### src/rtl/llc_stage_pkg.sv
package llc_stage_pkg;
  typedef enum logic [1:0] {
    STG_O = 2'b00,
    STG_P = 2'b01,
    STG_N = 2'b10
  } stage_e;

  // The branch that does not conduct first in a half
  function automatic logic [1:0] other_branch(input logic [1:0] code);
    return (code == STG_P) ? STG_N : STG_P;
  endfunction
endpackage

### src/rtl/llc_gate_edges.sv
module llc_gate_edges #(
  parameter int unsigned NG = 2
) (
  input  logic          clk,
  input  logic          rst_n,
  input  logic          en,
  input  logic [NG-1:0] lvl,
  output logic [NG-1:0] fall
);
  for (genvar g = 0; g < NG; g++) begin : g_ch
    logic held;
    always_ff @(posedge clk or negedge rst_n) begin
      if (!rst_n)  held <= 1'b0;
      else if (en) held <= lvl[g];
    end
    assign fall[g] = held & ~lvl[g];
  end
endmodule

### src/rtl/llc_jump_det.sv
module llc_jump_det #(
  parameter int unsigned SAMP_W = 16
) (
  input  logic                     clk,
  input  logic                     rst_n,
  input  logic                     en,
  input  logic signed [SAMP_W-1:0] vlr,
  input  logic                     negate,
  input  logic        [SAMP_W-1:0] thr,
  output logic signed [SAMP_W-1:0] prev_o,
  output logic                     jump
);
  localparam int unsigned DW = SAMP_W + 2;

  logic signed [SAMP_W-1:0] prev_q;
  logic signed [DW-1:0]     diff, diff_m;

  always_ff @(posedge clk or negedge rst_n) begin
    if (!rst_n)  prev_q <= '0;
    else if (en) prev_q <= vlr;
  end

  always_comb begin
    diff   = DW'(vlr) - DW'(prev_q);
    diff_m = negate ? -diff : diff;
    jump   = diff_m > $signed({2'b00, thr});
  end

  assign prev_o = prev_q;
endmodule

### src/rtl/llc_stage_fsm.sv
module llc_stage_fsm
  import llc_stage_pkg::*;
#(
  parameter int unsigned SAMP_W = 16,
  parameter int unsigned K_W    = 16,
  parameter int unsigned FRAC   = 8
) (
  input  logic                     clk,
  input  logic                     rst_n,
  input  logic                     sample_valid,
  input  logic                     above_res,
  input  logic signed [SAMP_W-1:0] vlr,
  input  logic signed [SAMP_W-1:0] vlr_prev,
  input  logic signed [SAMP_W-1:0] vout,
  input  logic        [K_W-1:0]    lambda_q,
  input  logic        [K_W-1:0]    turns_q,
  input  logic        [K_W-1:0]    mag_q,
  input  logic                     fall_a,
  input  logic                     fall_b,
  input  logic                     jump,
  output logic [1:0]               stage_q,
  output logic                     second_q,
  output logic                     half_start_q,
  output logic                     stage_chg_q,
  output logic [1:0]               lead_code,
  output logic [1:0]               trail_code,
  output logic                     half_edge
);
  localparam int unsigned ACC_W = SAMP_W + 2;
  localparam int unsigned IN_W  = ACC_W + 1;
  localparam int unsigned PW    = IN_W + K_W + 1;
  localparam logic signed [PW-1:0] SAT_HI =
    $signed({{(PW-ACC_W+1){1'b0}}, {(ACC_W-1){1'b1}}});
  localparam logic signed [PW-1:0] SAT_LO = ~SAT_HI;

  // Signed value times unsigned fixed-point constant, saturated
  function automatic logic signed [ACC_W-1:0] qmul(
    input logic signed [IN_W-1:0] a, input logic [K_W-1:0] k);
    logic signed [PW-1:0] full, sh;
    full = PW'(a) * $signed({{(PW-K_W){1'b0}}, k});
    sh   = full >>> FRAC;
    if (sh > SAT_HI)      return SAT_HI[ACC_W-1:0];
    else if (sh < SAT_LO) return SAT_LO[ACC_W-1:0];
    else                  return sh[ACC_W-1:0];
  endfunction

  function automatic logic signed [IN_W-1:0] mir(
    input logic signed [SAMP_W-1:0] v, input logic neg);
    logic signed [IN_W-1:0] e;
    e = IN_W'(v);
    return neg ? -e : e;
  endfunction

  logic                     lead_done_q, jseen_q;
  logic                     new_second, lead_done_n, jseen_n;
  logic [1:0]               nxt;
  logic signed [ACC_W-1:0]  nvo, mag_v;
  logic signed [IN_W-1:0]   vm_now, vm_prev, sum_v;
  logic                     pass_now, pass_prev, mag_pass, jmp;

  always_comb begin
    half_edge  = sample_valid & (fall_a | fall_b);
    new_second = fall_b ? 1'b0 : (fall_a ? 1'b1 : second_q);
    lead_code  = (~new_second ^ above_res) ? STG_P : STG_N;
    trail_code = other_branch(lead_code);
    vm_now     = mir(vlr, new_second);
    vm_prev    = mir(vlr_prev, new_second);
    nvo        = qmul(IN_W'(vout), turns_q);
    pass_now   = qmul(vm_now, lambda_q) > nvo;
    pass_prev  = qmul(vm_prev, lambda_q) > nvo;
    sum_v      = IN_W'(nvo) + vm_now;
    mag_v      = qmul(sum_v, mag_q);
    mag_pass   = mag_v > nvo;
    jmp        = jump & ~half_edge;

    nxt         = stage_q;
    lead_done_n = lead_done_q;
    jseen_n     = jseen_q | jmp;
    if (half_edge) begin
      nxt         = pass_prev ? lead_code : STG_O;
      lead_done_n = pass_prev;
      jseen_n     = 1'b0;
    end else if (stage_q == STG_O) begin
      if (!lead_done_q) begin
        if ((jseen_q | jmp) && pass_now) begin
          nxt         = lead_code;
          lead_done_n = 1'b1;
        end
      end else if (pass_now) begin
        nxt = trail_code;
      end
    end else if (stage_q == lead_code) begin
      if (jmp && jseen_q) nxt = mag_pass ? trail_code : STG_O;
    end
  end

  always_ff @(posedge clk or negedge rst_n) begin
    if (!rst_n) begin
      stage_q      <= STG_O;
      second_q     <= 1'b0;
      lead_done_q  <= 1'b0;
      jseen_q      <= 1'b0;
      half_start_q <= 1'b0;
      stage_chg_q  <= 1'b0;
    end else begin
      half_start_q <= half_edge;
      stage_chg_q  <= sample_valid && (nxt != stage_q);
      if (sample_valid) begin
        stage_q     <= nxt;
        second_q    <= new_second;
        lead_done_q <= lead_done_n;
        jseen_q     <= jseen_n;
      end
    end
  end
endmodule

### src/rtl/llc_stage_classifier.sv
module llc_stage_classifier #(
  parameter int unsigned SAMP_W = 16,
  parameter int unsigned K_W    = 16,
  parameter int unsigned FRAC   = 8
) (
  input  logic                     clk,
  input  logic                     rst_n,
  input  logic                     sample_valid,
  input  logic signed [SAMP_W-1:0] vlr_sample,
  input  logic signed [SAMP_W-1:0] vout_sample,
  input  logic                     drive_a,
  input  logic                     drive_b,
  input  logic                     above_res,
  input  logic        [K_W-1:0]    lambda_q,
  input  logic        [K_W-1:0]    turns_q,
  input  logic        [K_W-1:0]    mag_frac_q,
  input  logic        [SAMP_W-1:0] jump_thr,
  output logic [1:0]               stage_o,
  output logic                     half_start_o,
  output logic                     stage_chg_o
);
  logic [1:0]               falls;
  logic signed [SAMP_W-1:0] vlr_prev;
  logic                     jump_raw, second_half, half_edge, jump_evt;
  logic [1:0]               lead_code, trail_code;

  llc_gate_edges #(.NG(2)) u_edges (
    .clk(clk), .rst_n(rst_n), .en(sample_valid),
    .lvl({drive_b, drive_a}), .fall(falls)
  );

  llc_jump_det #(.SAMP_W(SAMP_W)) u_jump (
    .clk(clk), .rst_n(rst_n), .en(sample_valid), .vlr(vlr_sample),
    .negate(second_half), .thr(jump_thr), .prev_o(vlr_prev), .jump(jump_raw)
  );

  llc_stage_fsm #(.SAMP_W(SAMP_W), .K_W(K_W), .FRAC(FRAC)) u_fsm (
    .clk(clk), .rst_n(rst_n), .sample_valid(sample_valid), .above_res(above_res),
    .vlr(vlr_sample), .vlr_prev(vlr_prev), .vout(vout_sample),
    .lambda_q(lambda_q), .turns_q(turns_q), .mag_q(mag_frac_q),
    .fall_a(falls[0]), .fall_b(falls[1]), .jump(jump_raw),
    .stage_q(stage_o), .second_q(second_half), .half_start_q(half_start_o),
    .stage_chg_q(stage_chg_o), .lead_code(lead_code), .trail_code(trail_code),
    .half_edge(half_edge)
  );

  // Event wire brought out for the checker
  assign jump_evt = sample_valid & jump_raw & ~half_edge;
endmodule

### config.mk
export PLATFORM = sky130hd
export DESIGN_NAME = llc_stage_classifier
export DESIGN_NICKNAME = d
export VERILOG_FILES = /design/src/rtl/llc_stage_pkg.sv /design/src/rtl/llc_gate_edges.sv /design/src/rtl/llc_jump_det.sv /design/src/rtl/llc_stage_fsm.sv /design/src/rtl/llc_stage_classifier.sv
export SDC_FILE = /design/constraint.sdc
export NUM_CORES = 2
export LEC_CHECK = 0
export BUFFER_PORTS_ARGS = -buffer_cell sky130_fd_sc_hd__buf_2
export CORE_MARGIN = 3
export CORE_UTILIZATION = 60
export DETAILED_ROUTE_END_ITERATION = 8
export GPL_TIMING_DRIVEN = 0
export PLACE_DENSITY_LB_ADDON = 0.2
export SLEW_MARGIN = 20
export SYNTH_ARGS = -nofsm -noshare
export SYNTH_HDL_FRONTEND = slang
export SYNTH_SLANG_ARGS = --single-unit
### constraint.sdc
create_clock -name clk -period 12.1 [get_ports clk]
set_input_delay 1.815 -clock clk [delete_from_list [all_inputs] [get_ports clk]]
set_output_delay 1.815 -clock clk [all_outputs]
set_load 0.1 [all_outputs]
* Word-level counts from Yosys, hierarchy flattened *
Cells that the tools add are included.

word-level totals
  logic and storage cells = 79
  output and inout bits = 4
  register bits = 25

cells by class
  equal/unequal tests = 3
  $lt $le $gt $ge = 12
  reduce and logical (&&, ||, !) cells = 6
  add/subtract/negate cells = 5
  mux-type cells = 29
  bitwise operators = 11
  multiply operators = 4

operator list
  cell                                                   count
  two-way mux 18 bit                                     9
  multiplier 19 x 17 -> 36 bit                           3
  > comparator 28 x 18 -> 1 bit (second input constant)  3
  < comparator 28 x 18 -> 1 bit (second input constant)  3
  > comparator 18 bit                                    3
  two-way mux 19 bit                                     2
  negator 16 -> 19 bit                                   2
  multiplier 16 x 17 -> 33 bit                           1
  > comparator 25 x 18 -> 1 bit (second input constant)  1
  < comparator 25 x 18 -> 1 bit (second input constant)  1
  two-way mux 2 bit                                      11
  adder 18 x 19 -> 19 bit                                1
  > comparator 18 x 17 -> 1 bit                          1
  negator 18 bit                                         1
  subtractor 16 x 16 -> 17 bit                           1
  two-way mux 1 bit                                      7
  bitwise AND 1 bit                                      4
  NOT 1 bit                                              4
  logical AND 1 bit                                      3
  == test 2 x 1 -> 1 bit (second input constant)         1
  == test 2 bit                                          1
  zero test 2 bit                                        1
  inequality test 2 bit                                  1
  OR 1 bit                                               2
  other kinds (3)                                        3

* Longest topological paths before layout *
  depth in word-level cells = 18
  gate-level depth with buffers = 80
  gate-level depth less buffers = 76

* Modules after synthesis *
Synthesis repeated with hierarchy kept, for this count alone.

second synthesis, totals
  cell total of the unflattened synthesis = 5598
  area, all modules = 48685.4 µm²

modules (own cells, without submodules)
  module          area each (µm²)  cells an instance  instances  seq. area each (µm²)
  llc_stage_fsm   46113.0          5278               1          175.2
  llc_jump_det    2487.4           314                1          400.4
  llc_gate_edges  85.1             6                  1          50.0

* Least setup slack after synthesis *
Ideal clock, no wire load.

  path type = input port to flip-flop
  from = in turns_q[7]
  to = reg u_fsm.stage_chg_q
  cell stages on the path = 78
  setup slack = -6.915 ns
  data arrival time = 18.891 ns
  cell sequence = clkbuf_1 -> nand2_1 -> fa_1 -> inv_1 -> fa_1 -> inv_1 -> fa_1 -> inv_1 -> fa_1 -> fa_1 -> inv_1 -> fa_1 -> inv_1 -> ha_1 -> a21o_1 -> a21o_1 -> a21o_1 -> a21o_1 -> [42 not listed] -> o22ai_1 -> o221ai_1 -> nor4b_1 -> a21oi_1 -> o2111ai_1 -> buf_2 -> nand2_1 -> ha_1 -> a21o_1 -> a21o_1 -> a21oi_1 -> o21ai_0 -> a21oi_1 -> nand4_1 -> nand4_1 -> a21oi_1 -> a221o_1 -> o31a_1

between the ends
  cells in the longest elaborated chain, start to end = 17
  elaborated cells on any way between the ends = 26
  those cells by class = add/sub: 1; mul: 2; order compare: 7; eq/ne: 1; mux: 13; reduce/logical: 2

RTL lines
  what                              line                        source
  start: declaration                llc_stage_classifier.sv:15  input logic [K_W-1:0] turns_q,
  multiplier 16 x 17 -> 33 bit (*)  llc_stage_fsm.sv:40         full = PW'(a) * $signed({{(PW-K_W){1'b0}}, k});
  < comparator 25 x 18 -> 1 bit     llc_stage_fsm.sv:43         else if (sh < SAT_LO) return SAT_LO[ACC_W-1:0];
  two-way mux 18 bit                llc_stage_fsm.sv:43
  two-way mux 18 bit (*)            llc_stage_fsm.sv:42         if (sh > SAT_HI) return SAT_HI[ACC_W-1:0];
  adder 18 x 19 -> 19 bit           llc_stage_fsm.sv:71         sum_v = IN_W'(nvo) + vm_now;
  multiplier 19 x 17 -> 36 bit      llc_stage_fsm.sv:40
  < comparator 28 x 18 -> 1 bit     llc_stage_fsm.sv:43
  two-way mux 18 bit                llc_stage_fsm.sv:43
  two-way mux 18 bit                llc_stage_fsm.sv:42
  > comparator 18 bit               llc_stage_fsm.sv:73         mag_pass = mag_v > nvo;
  two-way mux 2 bit (2 in series)   llc_stage_fsm.sv:93         if (jmp && jseen_q) nxt = mag_pass ? trail_code : STG_O;
  two-way mux 2 bit                 llc_stage_fsm.sv:92         end else if (stage_q == lead_code) begin
  two-way mux 2 bit                 llc_stage_fsm.sv:83         end else if (stage_q == STG_O) begin
  two-way mux 2 bit (*)             llc_stage_fsm.sv:79         if (half_edge) begin
  inequality test 2 bit (*)         llc_stage_fsm.sv:107        stage_chg_q <= sample_valid && (nxt != stage_q);
  logical AND 1 bit (*)             llc_stage_fsm.sv:107
  end signal: assignment            llc_stage_fsm.sv:107
  end: declaration                  llc_stage_fsm.sv:24         output logic stage_chg_q,

Every way passes the cells marked *; elsewhere a longest branch is shown, timed or not.
A chain may end at the register's enable or synchronous reset.

* Worst setup path after layout *
  from = in vout_sample[14]
  to = reg u_fsm.stage_chg_q

between the ends
  cells in the longest elaborated chain, start to end = 17
  elaborated cells on any way between the ends = 26
  those cells by class = add/sub: 1; mul: 2; order compare: 7; eq/ne: 1; mux: 13; reduce/logical: 2

RTL lines
  what                              line                        source
  start: declaration                llc_stage_classifier.sv:10  input logic signed [SAMP_W-1:0] vout_sample,
  multiplier 16 x 17 -> 33 bit (*)  llc_stage_fsm.sv:40
  < comparator 25 x 18 -> 1 bit     llc_stage_fsm.sv:43
  two-way mux 18 bit                llc_stage_fsm.sv:43
  two-way mux 18 bit (*)            llc_stage_fsm.sv:42
  adder 18 x 19 -> 19 bit           llc_stage_fsm.sv:71
  multiplier 19 x 17 -> 36 bit      llc_stage_fsm.sv:40
  < comparator 28 x 18 -> 1 bit     llc_stage_fsm.sv:43
  two-way mux 18 bit                llc_stage_fsm.sv:43
  two-way mux 18 bit                llc_stage_fsm.sv:42
  > comparator 18 bit               llc_stage_fsm.sv:73
  two-way mux 2 bit (2 in series)   llc_stage_fsm.sv:93
  two-way mux 2 bit                 llc_stage_fsm.sv:92
  two-way mux 2 bit                 llc_stage_fsm.sv:83
  two-way mux 2 bit (*)             llc_stage_fsm.sv:79
  inequality test 2 bit (*)         llc_stage_fsm.sv:107
  logical AND 1 bit (*)             llc_stage_fsm.sv:107

Marks and branches as above.

==> results.sh <==
export IMPL_status="finished, violations left"
export IMPL_failed_checks="setup timing"
export IMPL_drv_cap=0
export IMPL_nets=7797
export IMPL_async_flop_share=1.00
export IMPL_mostFrequentLayoutCells="inv_1, fa_1, nand2_1"
export IMPL_min_path_type="flip-flop to flip-flop"
export IMPL_ys_seq_elements=25
export IMPL_avgSynthCellArea_um2=8.53
export IMPL_synth_edf_count=0
export IMPL_met2_length_mm=68.8
export IMPL_tightest_slew_ns=1.22
export IMPL_vias=40900
export IMPL_cp_max_fo=10
export IMPL_grt_pass1_vias=42700
export IMPL_synth_flop_cell="dfrtp_1"
export IMPL_die_h_um=293
export IMPL_syn_area_um2=49400
export IMPL_cp_startpoint="vout_sample[14]"
export IMPL_critPathMaxStageDelay_ns=0.60
export IMPL_final_period_utilization=1.59
export IMPL_gp_congestion=0.996
export IMPL_n_fill_cell=6372
export IMPL_wl_met1_mm=56.2
export IMPL_clkSlewWorstSetupHoldPaths_ns=0.07
export IMPL_setup_tns_ns=-20.96
export IMPL_overflow=0
export IMPL_hpwl_mm=118
export IMPL_io_pins=106
export IMPL_start_util=0.610
export IMPL_antenna_cells=0
export IMPL_dr_pass1_iters=8
export IMPL_place_ws_ns=-9.42
export IMPL_grt_pass1_wl_mm=229
export IMPL_portBuffers=92
export IMPL_numClockSinks=25
export IMPL_gr_usage_all_layers=0.339
export IMPL_multi_input_area_um2=44900
export IMPL_finalSetupViolations=3
export IMPL_min_period_ns=19.21
export IMPL_viasPerCell=5.72
export IMPL_coreArea_um2=81100
export IMPL_ant_nets=0
export IMPL_path_class="input port to flip-flop"
export IMPL_wl_per_cell_um=20.1
export IMPL_slew_violations=0
export IMPL_routed_wl_mm=144
export IMPL_finalWorstSetupSlack_ns=-7.11
export IMPL_crit_arrival_ns=19.37
export IMPL_clock_root_buffer="clkbuf_16"
export IMPL_seq_area_frac_synth=0.0127
export IMPL_cts_hold_buffers=0
export IMPL_hold_path_startpoint="u_edges.g_ch[1].held$_DFFE_PN0P_"
export IMPL_syn_inst=5795
export IMPL_cp_common_cell="fa_1"
export IMPL_crit_path_start_kind="input port"
export IMPL_drcViolationCount=0
export IMPL_fin_util=0.692
export IMPL_first_iter_violations=3211
export IMPL_die_area_um2=85900
export IMPL_synth_distinct_cells=89
export IMPL_cts_tree="built"
export IMPL_skew_ns=0.00411
export IMPL_die_w_um=293
export IMPL_slew_headroom=0.187
export IMPL_finalHoldViolCount=0
export IMPL_cts_buffers=3
export IMPL_slowest_stage="fa_1"
export IMPL_max_freq_ghz=0.0520
export IMPL_wl_met3_mm=12.6
export IMPL_holdWs_ns=0.582
export IMPL_grt_max_degree=26
export IMPL_r2r_start="u_edges.g_ch[0].held$_DFFE_PN0P_"
export IMPL_end_kind="flip-flop"
export IMPL_syn_to_final_growth_pct=13.4
export IMPL_clk_latency_ns=0.27
export IMPL_ctsLongestPathBuffers=2
export IMPL_antenna_found_initial=1
export IMPL_drive_gt1_frac=0.123
export IMPL_row_count=104
export IMPL_htree_num_levels=1
export IMPL_final_common_cell="inv_1"
export IMPL_layout_area_seq_um2=626
export IMPL_grt_setup_unrepaired="true"
export IMPL_highest_layer="met5"
export IMPL_cp_required_ns=12.25
export IMPL_syn_nets=7494
export IMPL_yosysWarningCount=0
==> cells by family after synthesis <==
| group | after synthesis | share of synthesized area |
|---|---|---|
| XOR/XNOR | 197 | 0.0351 |
| AO/OA/AOI/OAI | 583 | 0.0789 |
| buffers and inverters | 1642 | 0.125 |
| AND/OR/NAND/NOR | 1739 | 0.174 |
| multiplexers | 7 | 0.00149 |
| flip-flops | 25 | 0.0127 |
| adder cells (fa/ha/maj) | 1602 | 0.573 |
==> worst max-delay path, delay by kind of cell <==
kind,cells,cell delay [ns]
XOR/XNOR,2,0.44
AO/OA/AOI/OAI,25,4.43
AND/OR/NAND/NOR,18,2.94
buffers and inverters,20,2.41
adder cells (fa/ha/maj),17,7.25
==> timing repair <==
item / 4_1_cts / 5_1_grt
pin swaps: 156 / 169
gates cloned: 2 / 0
buffers inserted: 120 / 90
resized for setup: 329 / 285
setup endpoints to repair: 4 / 4
==> per-layer routing <==
metal	track usage	vias up
met4	0.120	2
met5	0.000554	-
met3	0.0543	378
met2	0.561	1795
li1	-	18100
met1	0.456	20600
==> sequential cells by signal (all words and copies together), names as in the netlist <==
name / count
u_edges.g_ch.held: 2
u_fsm.half_start_q: 1
u_fsm.jseen_q: 1
u_fsm.lead_done_q: 1
u_fsm.second_q: 1
u_fsm.stage_chg_q: 1
u_fsm.stage_q: 2
u_jump.prev_o: 16
==> cell type report <==
class	count	share of cell area
plain buffers	235	0.0292
multi-input cells	4128	0.800
repair buffers	303	0.0404
flip-flops and latches	25	0.0112
well taps	1060	0.0237
inverters	1402	0.0941
clock buffers	4	0.00141
==> final timing paths <==
| path | end | cells past startpoint | slack [ns] |
|---|---|---|---|
| max in group asynchronous | u_jump.prev_o[5]$_DFFE_PN0P_ | 1 | 10.20 |
| max | u_fsm.stage_chg_q$_DFF_PN0_ | 82 | -7.11 |
| min in group asynchronous | u_fsm.stage_q[0]$_DFFE_PN0P_ | 1 | 1.53 |
| min | u_edges.g_ch[1].held$_DFFE_PN0P_ | 1 | 0.58 |
| max reg2reg | u_fsm.stage_chg_q$_DFF_PN0_ | 62 | -1.08 |
| min reg2reg | u_edges.g_ch[1].held$_DFFE_PN0P_ | 1 | 0.58 |
==> per-stage QoR <==
step | std cells | instance area, um^2
2_1_floorplan | 5795 | 50100
3_3_place_gp | 6947 | 51900
3_5_place_dp | 6947 | 51900
4_1_cts | 7068 | 54500
5_1_grt | 7157 | 56100
6_report | 7157 | 56100
==> synth_stat cells, drive strengths merged, types with 12 or more instances <==
cell type  count  area share
o21ai        116       0.012
and2         482       0.061
nor4          15      0.0020
o211ai        19      0.0029
a31oi         25      0.0035
dfrtp         25       0.013
nand4         40      0.0051
a211oi        14      0.0023
a21o          97       0.015
nand2b        34      0.0043
a21oi        160       0.016
inv         1401        0.11
fa          1104        0.45
clkbuf       228       0.017
nor2         119      0.0090
o21a          24      0.0036
nor3          30      0.0030
and3          22      0.0028
a311oi        12      0.0021
nand3         85      0.0086
xnor2        133       0.024
ha           493        0.12
o21bai        13      0.0021
xor2          64       0.011
nand2        793       0.060
nor2b         45      0.0057
buf           12      0.0013
Power is left out: the tool's default activity adds up to more than one toggle a clock period on the data nets, which glitch-free logic cannot reach.
